$ cat config.mk
export PLATFORM = sky130hd
export DESIGN_NAME = wait_state_gen
export DESIGN_NICKNAME = d
export VERILOG_FILES = /design/src/rtl/ws_pkg.sv /design/src/rtl/ws_cfg.sv /design/src/rtl/ws_decode.sv /design/src/rtl/ws_counter.sv /design/src/rtl/wait_state_gen.sv
export SDC_FILE = /design/constraint.sdc
export NUM_CORES = 1
export LEC_CHECK = 0
export BUFFER_PORTS_ARGS = -buffer_cell sky130_fd_sc_hd__buf_2
export CAP_MARGIN = 15
export CORE_ASPECT_RATIO = 1.25
export CORE_MARGIN = 2
export CORE_UTILIZATION = 45
export CTS_CLUSTER_DIAMETER = 100
export DETAILED_ROUTE_END_ITERATION = 8
export GPL_ROUTABILITY_DRIVEN = 0
export GPL_TIMING_DRIVEN = 0
export PLACE_DENSITY_LB_ADDON = 0.15
export SETUP_SLACK_MARGIN = 0.3
export SLEW_MARGIN = 20
export SYNTH_ARGS = -nofsm -noshare
export SYNTH_HDL_FRONTEND = slang
export SYNTH_SLANG_ARGS = --single-unit
export TNS_END_PERCENT = 100
$ cat constraint.sdc
create_clock -name clk -period 5.6 [get_ports clk]
set_input_delay 0.28 -clock clk [delete_from_list [all_inputs] [get_ports clk]]
set_output_delay 0.28 -clock clk [all_outputs]
set_load 0.01 [all_outputs]
$ cat src/rtl/ws_pkg.sv
package ws_pkg;
  parameter int unsigned WS_FIELD_W = 3;
  parameter int unsigned WS_ADDR_W  = 20;
  parameter int unsigned WS_HALF_BIT = 15;

  typedef enum logic [1:0] {
    SP_PROG = 2'd0,
    SP_DATA = 2'd1,
    SP_IO   = 2'd2,
    SP_IO2  = 2'd3
  } space_e;

  typedef enum logic [1:0] {
    ST_IDLE  = 2'd0,
    ST_SWAIT = 2'd1,
    ST_RWAIT = 2'd2
  } ws_state_e;
endpackage

$ cat src/rtl/ws_cfg.sv
module ws_cfg #(
  parameter int unsigned FIELD_W = ws_pkg::WS_FIELD_W,
  localparam int unsigned CFG_W = 5 * FIELD_W + 1
) (
  input  logic             clk,
  input  logic             rst_n,
  input  logic             we,
  input  logic             sel,
  input  logic [CFG_W-1:0] wdata,
  output logic [CFG_W-1:0] region,
  output logic             mult
);
  // Reset: mode bit clear, every field at its maximum base count.
  localparam logic [CFG_W-1:0] REGION_RST = {1'b0, {(CFG_W-1){1'b1}}};

  always_ff @(posedge clk) begin
    if (!rst_n) begin
      region <= REGION_RST;
      mult   <= 1'b0;
    end else if (we) begin
      if (!sel) region <= wdata;
      else      mult   <= wdata[0];
    end
  end
endmodule

$ cat src/rtl/ws_decode.sv
module ws_decode #(
  parameter int unsigned FIELD_W  = ws_pkg::WS_FIELD_W,
  parameter int unsigned ADDR_W   = ws_pkg::WS_ADDR_W,
  parameter int unsigned HALF_BIT = ws_pkg::WS_HALF_BIT,
  localparam int unsigned CFG_W = 5 * FIELD_W + 1,
  localparam int unsigned CNT_W = FIELD_W + 1
) (
  input  logic [CFG_W-1:0]  region,
  input  logic              mult,
  input  ws_pkg::space_e    space,
  input  logic [ADDR_W-1:0] addr,
  output logic [CNT_W-1:0]  n_waits
);
  localparam int unsigned F_PLO = 0;
  localparam int unsigned F_PHI = 1;
  localparam int unsigned F_DLO = 2;
  localparam int unsigned F_DHI = 3;
  localparam int unsigned F_IO  = 4;
  localparam int unsigned MODE_BIT = 5 * FIELD_W;

  function automatic int unsigned field_index(ws_pkg::space_e sp, logic upper, logic flat);
    case (sp)
      ws_pkg::SP_PROG: field_index = (flat || !upper) ? F_PLO : F_PHI;
      ws_pkg::SP_DATA: field_index = upper ? F_DHI : F_DLO;
      default:         field_index = F_IO;
    endcase
  endfunction

  function automatic logic [CNT_W-1:0] scale(logic [FIELD_W-1:0] base, logic dbl);
    scale = dbl ? {base, 1'b0} : {1'b0, base};
  endfunction

  logic [FIELD_W-1:0] fields [5];
  for (genvar k = 0; k < 5; k++) begin : g_field
    assign fields[k] = region[k*FIELD_W +: FIELD_W];
  end

  logic [FIELD_W-1:0] base_cnt;
  always_comb begin
    base_cnt = fields[field_index(space, addr[HALF_BIT], region[MODE_BIT])];
    n_waits  = scale(base_cnt, mult);
  end
endmodule

$ cat src/rtl/ws_counter.sv
module ws_counter #(
  parameter int unsigned FIELD_W = ws_pkg::WS_FIELD_W,
  localparam int unsigned CNT_W = FIELD_W + 1
) (
  input  logic             clk,
  input  logic             rst_n,
  input  logic             start,
  input  logic [CNT_W-1:0] n_waits,
  input  logic             ready,
  output logic             idle,
  output logic             stall,
  output logic             done,
  output logic             msc_n,
  output logic             rdy_chk
);
  import ws_pkg::*;

  ws_state_e        state;
  logic [CNT_W-1:0] cnt;
  logic             rdy_en;
  logic             last_sw;

  assign idle    = (state == ST_IDLE);
  assign stall   = !idle;
  assign last_sw = (state == ST_SWAIT) && (cnt == CNT_W'(1));
  assign rdy_chk = (last_sw && rdy_en) || (state == ST_RWAIT);
  assign msc_n   = !((state == ST_SWAIT) && (cnt > CNT_W'(1)));
  assign done    = (idle && start && (n_waits == '0))
                 || (last_sw && (!rdy_en || ready))
                 || ((state == ST_RWAIT) && ready);

  always_ff @(posedge clk) begin
    if (!rst_n) begin
      state  <= ST_IDLE;
      cnt    <= '0;
      rdy_en <= 1'b0;
    end else begin
      case (state)
        ST_IDLE: if (start && (n_waits != '0)) begin
          state  <= ST_SWAIT;
          cnt    <= n_waits;
          rdy_en <= (n_waits >= CNT_W'(2));
        end
        ST_SWAIT: begin
          if (cnt > CNT_W'(1)) cnt <= cnt - CNT_W'(1);
          else if (rdy_en && !ready) state <= ST_RWAIT;
          else state <= ST_IDLE;
        end
        ST_RWAIT: if (ready) state <= ST_IDLE;
        default: state <= ST_IDLE;
      endcase
    end
  end
endmodule

$ cat src/rtl/wait_state_gen.sv
module wait_state_gen #(
  parameter int unsigned FIELD_W  = ws_pkg::WS_FIELD_W,
  parameter int unsigned ADDR_W   = ws_pkg::WS_ADDR_W,
  parameter int unsigned HALF_BIT = ws_pkg::WS_HALF_BIT,
  localparam int unsigned CFG_W = 5 * FIELD_W + 1,
  localparam int unsigned CNT_W = FIELD_W + 1
) (
  input  logic              clk,
  input  logic              rst_n,
  input  logic              cfg_we,
  input  logic              cfg_sel,
  input  logic [CFG_W-1:0]  cfg_wdata,
  input  logic              acc_start,
  input  logic [1:0]        acc_space,
  input  logic [ADDR_W-1:0] acc_addr,
  input  logic              ext_ready,
  output logic              bus_stall,
  output logic              acc_done,
  output logic              msc_n
);
  logic [CFG_W-1:0] region;
  logic             mult;
  logic [CNT_W-1:0] n_waits;
  logic             idle_w;
  logic             start_ok;
  logic             rdy_chk;

  ws_cfg #(.FIELD_W(FIELD_W)) u_cfg (
    .clk(clk), .rst_n(rst_n), .we(cfg_we), .sel(cfg_sel),
    .wdata(cfg_wdata), .region(region), .mult(mult)
  );

  ws_decode #(.FIELD_W(FIELD_W), .ADDR_W(ADDR_W), .HALF_BIT(HALF_BIT)) u_dec (
    .region(region), .mult(mult), .space(ws_pkg::space_e'(acc_space)),
    .addr(acc_addr), .n_waits(n_waits)
  );

  assign start_ok = acc_start && idle_w;

  ws_counter #(.FIELD_W(FIELD_W)) u_cnt (
    .clk(clk), .rst_n(rst_n), .start(acc_start), .n_waits(n_waits),
    .ready(ext_ready), .idle(idle_w), .stall(bus_stall), .done(acc_done),
    .msc_n(msc_n), .rdy_chk(rdy_chk)
  );
endmodule

==> summary.md <==
| Metric | Value |
|---|---|
| Antenna cell count | 0 |
| TritonCTS Buffers | 3 |
| Synth top area cells | dfxtp_1, nand2_1, nand3_1 |
| Final Non-Filler Cells | 220 |
| Seq pwr share | 0.520 |
| Dpl cells | about 220 |
| Peak supply drop | around 0.16 mV |
| Min Tclk post-route | 2.63 ns |
| Synth area leader | dfxtp_1 |
| Initial detailed-routing violation count | 11 |
| EDFF count, synth | 0 |
| F_max | 380 MHz |
| Ys async rst share | 0 |
| Setup CP Type | reg2out |
| Top_reg_cell synth | dfxtp_1 |
| Post-CTS setup buffers | 0 |
| Syn Inst Count | 155 |
| Slew HR | 0.427 |
| Final Util | 0.544 |
| Worst EP arrival | 2.35 ns |
| Psw | between 0.1 and 0.15 mW |
| Worst-margin pin slew | about 0.86 ns |
| Worst r2r dst | u_cnt.cnt[3] |
| Count of cell types in the netlist | 38 |
| NumNets Final | 233 |
| Core Rows | 21 |
| GRT Total Usage | 0.178 |
| Worst skew pair latency | a little over 0.3 ns |
| Die W | 50.8 um |
| Synth warn | 0 |
| Largest net degree at the start of global routing | 14 |
| R2r startpoint | u_cfg.region[15] |
| # Max-Cap Violations | 0 |
| Fin. max-slew vios | 0 |
| Worst Hold Path Cells | 2 |
| First-pass GRT wire length | 4510 um |
| Startpoint Class | register |
| Post-route ant nets | 0 |
| TritonRoute pass-1 iters | 4 |
| Clk root buf | clkbuf_4 |
| Final setup violation count | 0 |
| Via count | approximately 1200 |
| Setup Skew | 0.00337 ns |
| Leakage power | 0.668 nW |
| Tcrit/Tclk final | 0.470 |
| Max FO, Critical Path | 6 |
| Initial antenna violation count | 0 |
| Share of cells above drive strength 1 | 0.194 |
| Int Power | 0.268 mW |
| Via density | 5.24 |
| Sw Share | 0.295 |
| Final hold vios | 0 |
| RSZ-0062 raised after global routing | no |
| Hold buffer count at cts | 0 |
| Seq cells post-synth | 24 |
| Filler cells | 258 |
| Clock power share | 0.233 |
| Hold endpoint | u_cnt.state[1] |
| Resize count post-CTS | 0 |
| Critical Path RT | 5.32 ns |
| H-tree depth | 1 |
| Clk buf depth | 2 |
| Logic gate share of total power | 0.247 |
| Worst min path class | in2reg |
| CP Capture Type | primary output |
| Final Cell Area | between 1000 and 1500 um2 |
| Drt wl/cell | 11.6 um |
| Top-count cell post-synth | nand2_1 |
| Average size of a mapped cell | 7.94 um2 |
| Synth top area share | 0.391 |
| Hold_sp | ext_ready |
| Vias in the first global route | around 1100 |
| Die H | 62.5 um |
| Syn_nets | ~200 |
| R2R setup slack | between 3 and 4 ns |
| Starting Density | 0.463 |
| Die area | 3170 um2 |
| Post-synth top cells | nand2_1, dfxtp_1, nand3_1, nor2_1 |
| Register area share after synthesis | 0.391 |
| Area grow syn2layout | 17.4% |
| Mapped Area | around 1200 um2 |
| Total Wirelength | 2550 um |
| DRC | 0 |
| Setup_tns | 0 ns |
| Boundary pin count | 47 |
| Reg clk slew, reported paths | 0.12 ns |
| CTS tree | yes |
| Reg2Reg Depth | 6 |
| Area after DPL | 1410 um2 |
| Status | finished clean |
| Hpwl dp | 2080 um |
| PD cells | 263 nW/um2 |
| Grt total ovfl | 0 |
| I/O Buffers | 27 |
| Core Area | 2650 um2 |
| Clock sink total | 24 |
==> placed cells by master, fill, tap and decap left out, types with 2 or more instances in the layout <==
master / netlist / layout
nor3_1: 3 / 3
mux2i_1: 5 / 5
clkbuf_4: 0 / 3
a22oi_1: 3 / 3
nand3b_1: 2 / 2
a21boi_0: 3 / 3
clkbuf_1: 4 / 4
nand2b_1: 5 / 5
o21ai_0: 5 / 5
o31ai_1: 3 / 3
nand2_1: 34 / 34
nand3_1: 15 / 15
buf_2: 0 / 27
nor2_1: 11 / 11
dfxtp_1: 24 / 24
ha_1: 2 / 2
nor2b_1: 6 / 6
o211ai_1: 3 / 3
inv_1: 6 / 6
==> through the flow <==
step                worst slack (ns)  hold slack, ns  total power, mW
floorplan                       3.53           0.356            0.266
global placement                3.21           0.449            0.293
detailed placement              3.15           0.457            0.296
CTS                             2.97           0.146            0.384
global route                    2.80           0.125            0.407
finish                          2.97           0.152            0.380
==> worst max path at each step <==
stage                                 from           end  slack (ns)  cells past startpoint
after global placement        acc_addr[15]  u_cnt.cnt[3]        3.21                      7
after detailed placement      acc_addr[15]  u_cnt.cnt[3]        3.15                      7
final                     u_cfg.region[15]      acc_done        2.97                      7
after global routing      u_cfg.region[15]      acc_done        2.80                      7
after floorplan               u_cnt.cnt[0]  u_cnt.cnt[3]        3.53                      8
after CTS                 u_cfg.region[15]      acc_done        2.97                      7
==> cells by family after synthesis <==
logic type               Yosys count  share of synthesized area
multiplexers                       6                     0.0498
XOR/XNOR                           1                    0.00712
AO/OA/AOI/OAI                     29                      0.182
flip-flops                        24                      0.391
AND/OR/NAND/NOR                   82                      0.316
adder cells (fa/ha/maj)            2                     0.0203
buffers and inverters             11                     0.0336
==> per-layer routing <==
layer / wire length [um] / vias up / share of wire / GRT usage
li1: - / 606 / - / -
met1: 1120 / 520 / 0.44 / 0.212
met2: 1330 / 21 / 0.52 / 0.317
met3: 72 / 5 / 0.028 / 0.0263
met4: 35 / 0 / 0.014 / 0.0642
met5: 0 / - / 0 / 0
==> power groups by stage <==
stage,sequential [mW],clock (mW),combinational [mW]
global route,0.200,0.0994,0.108
floorplan,0.198,0,0.0682
CTS,0.198,0.0911,0.0948
detailed placement,0.202,0,0.0945
global placement,0.201,0,0.0918
finish,0.198,0.0884,0.0941
==> area by class of cell <==
class                      count  area (um2)  area share
tap                           34        42.5      0.0295
clock buffer                   4        36.3      0.0251
multi-input combinational    120         708       0.490
timing repair buffer          27         135      0.0936
inverter                       6        22.5      0.0156
buffer                         5        18.8      0.0130
sequential                    24         480       0.333
==> flip-flops by register name, summed over array words and instances (netlist names) <==
register / flops
u_cfg.region: 16
u_cfg.mult: 1
u_cnt.state: 2
u_cnt.cnt: 4
u_cnt.rdy_en: 1
==> worst max-delay path, cell delays in order, from the launching register on <==
cell      delay [ns]
dfxtp_1         0.38
and2b_4         0.21
mux2i_1         0.13
a222oi_1        0.76
nor3_1          0.15
a22oi_1         0.17
o21ai_0         0.09
buf_2           0.15
No activity file was read; power rests on OpenSTA's default activity.
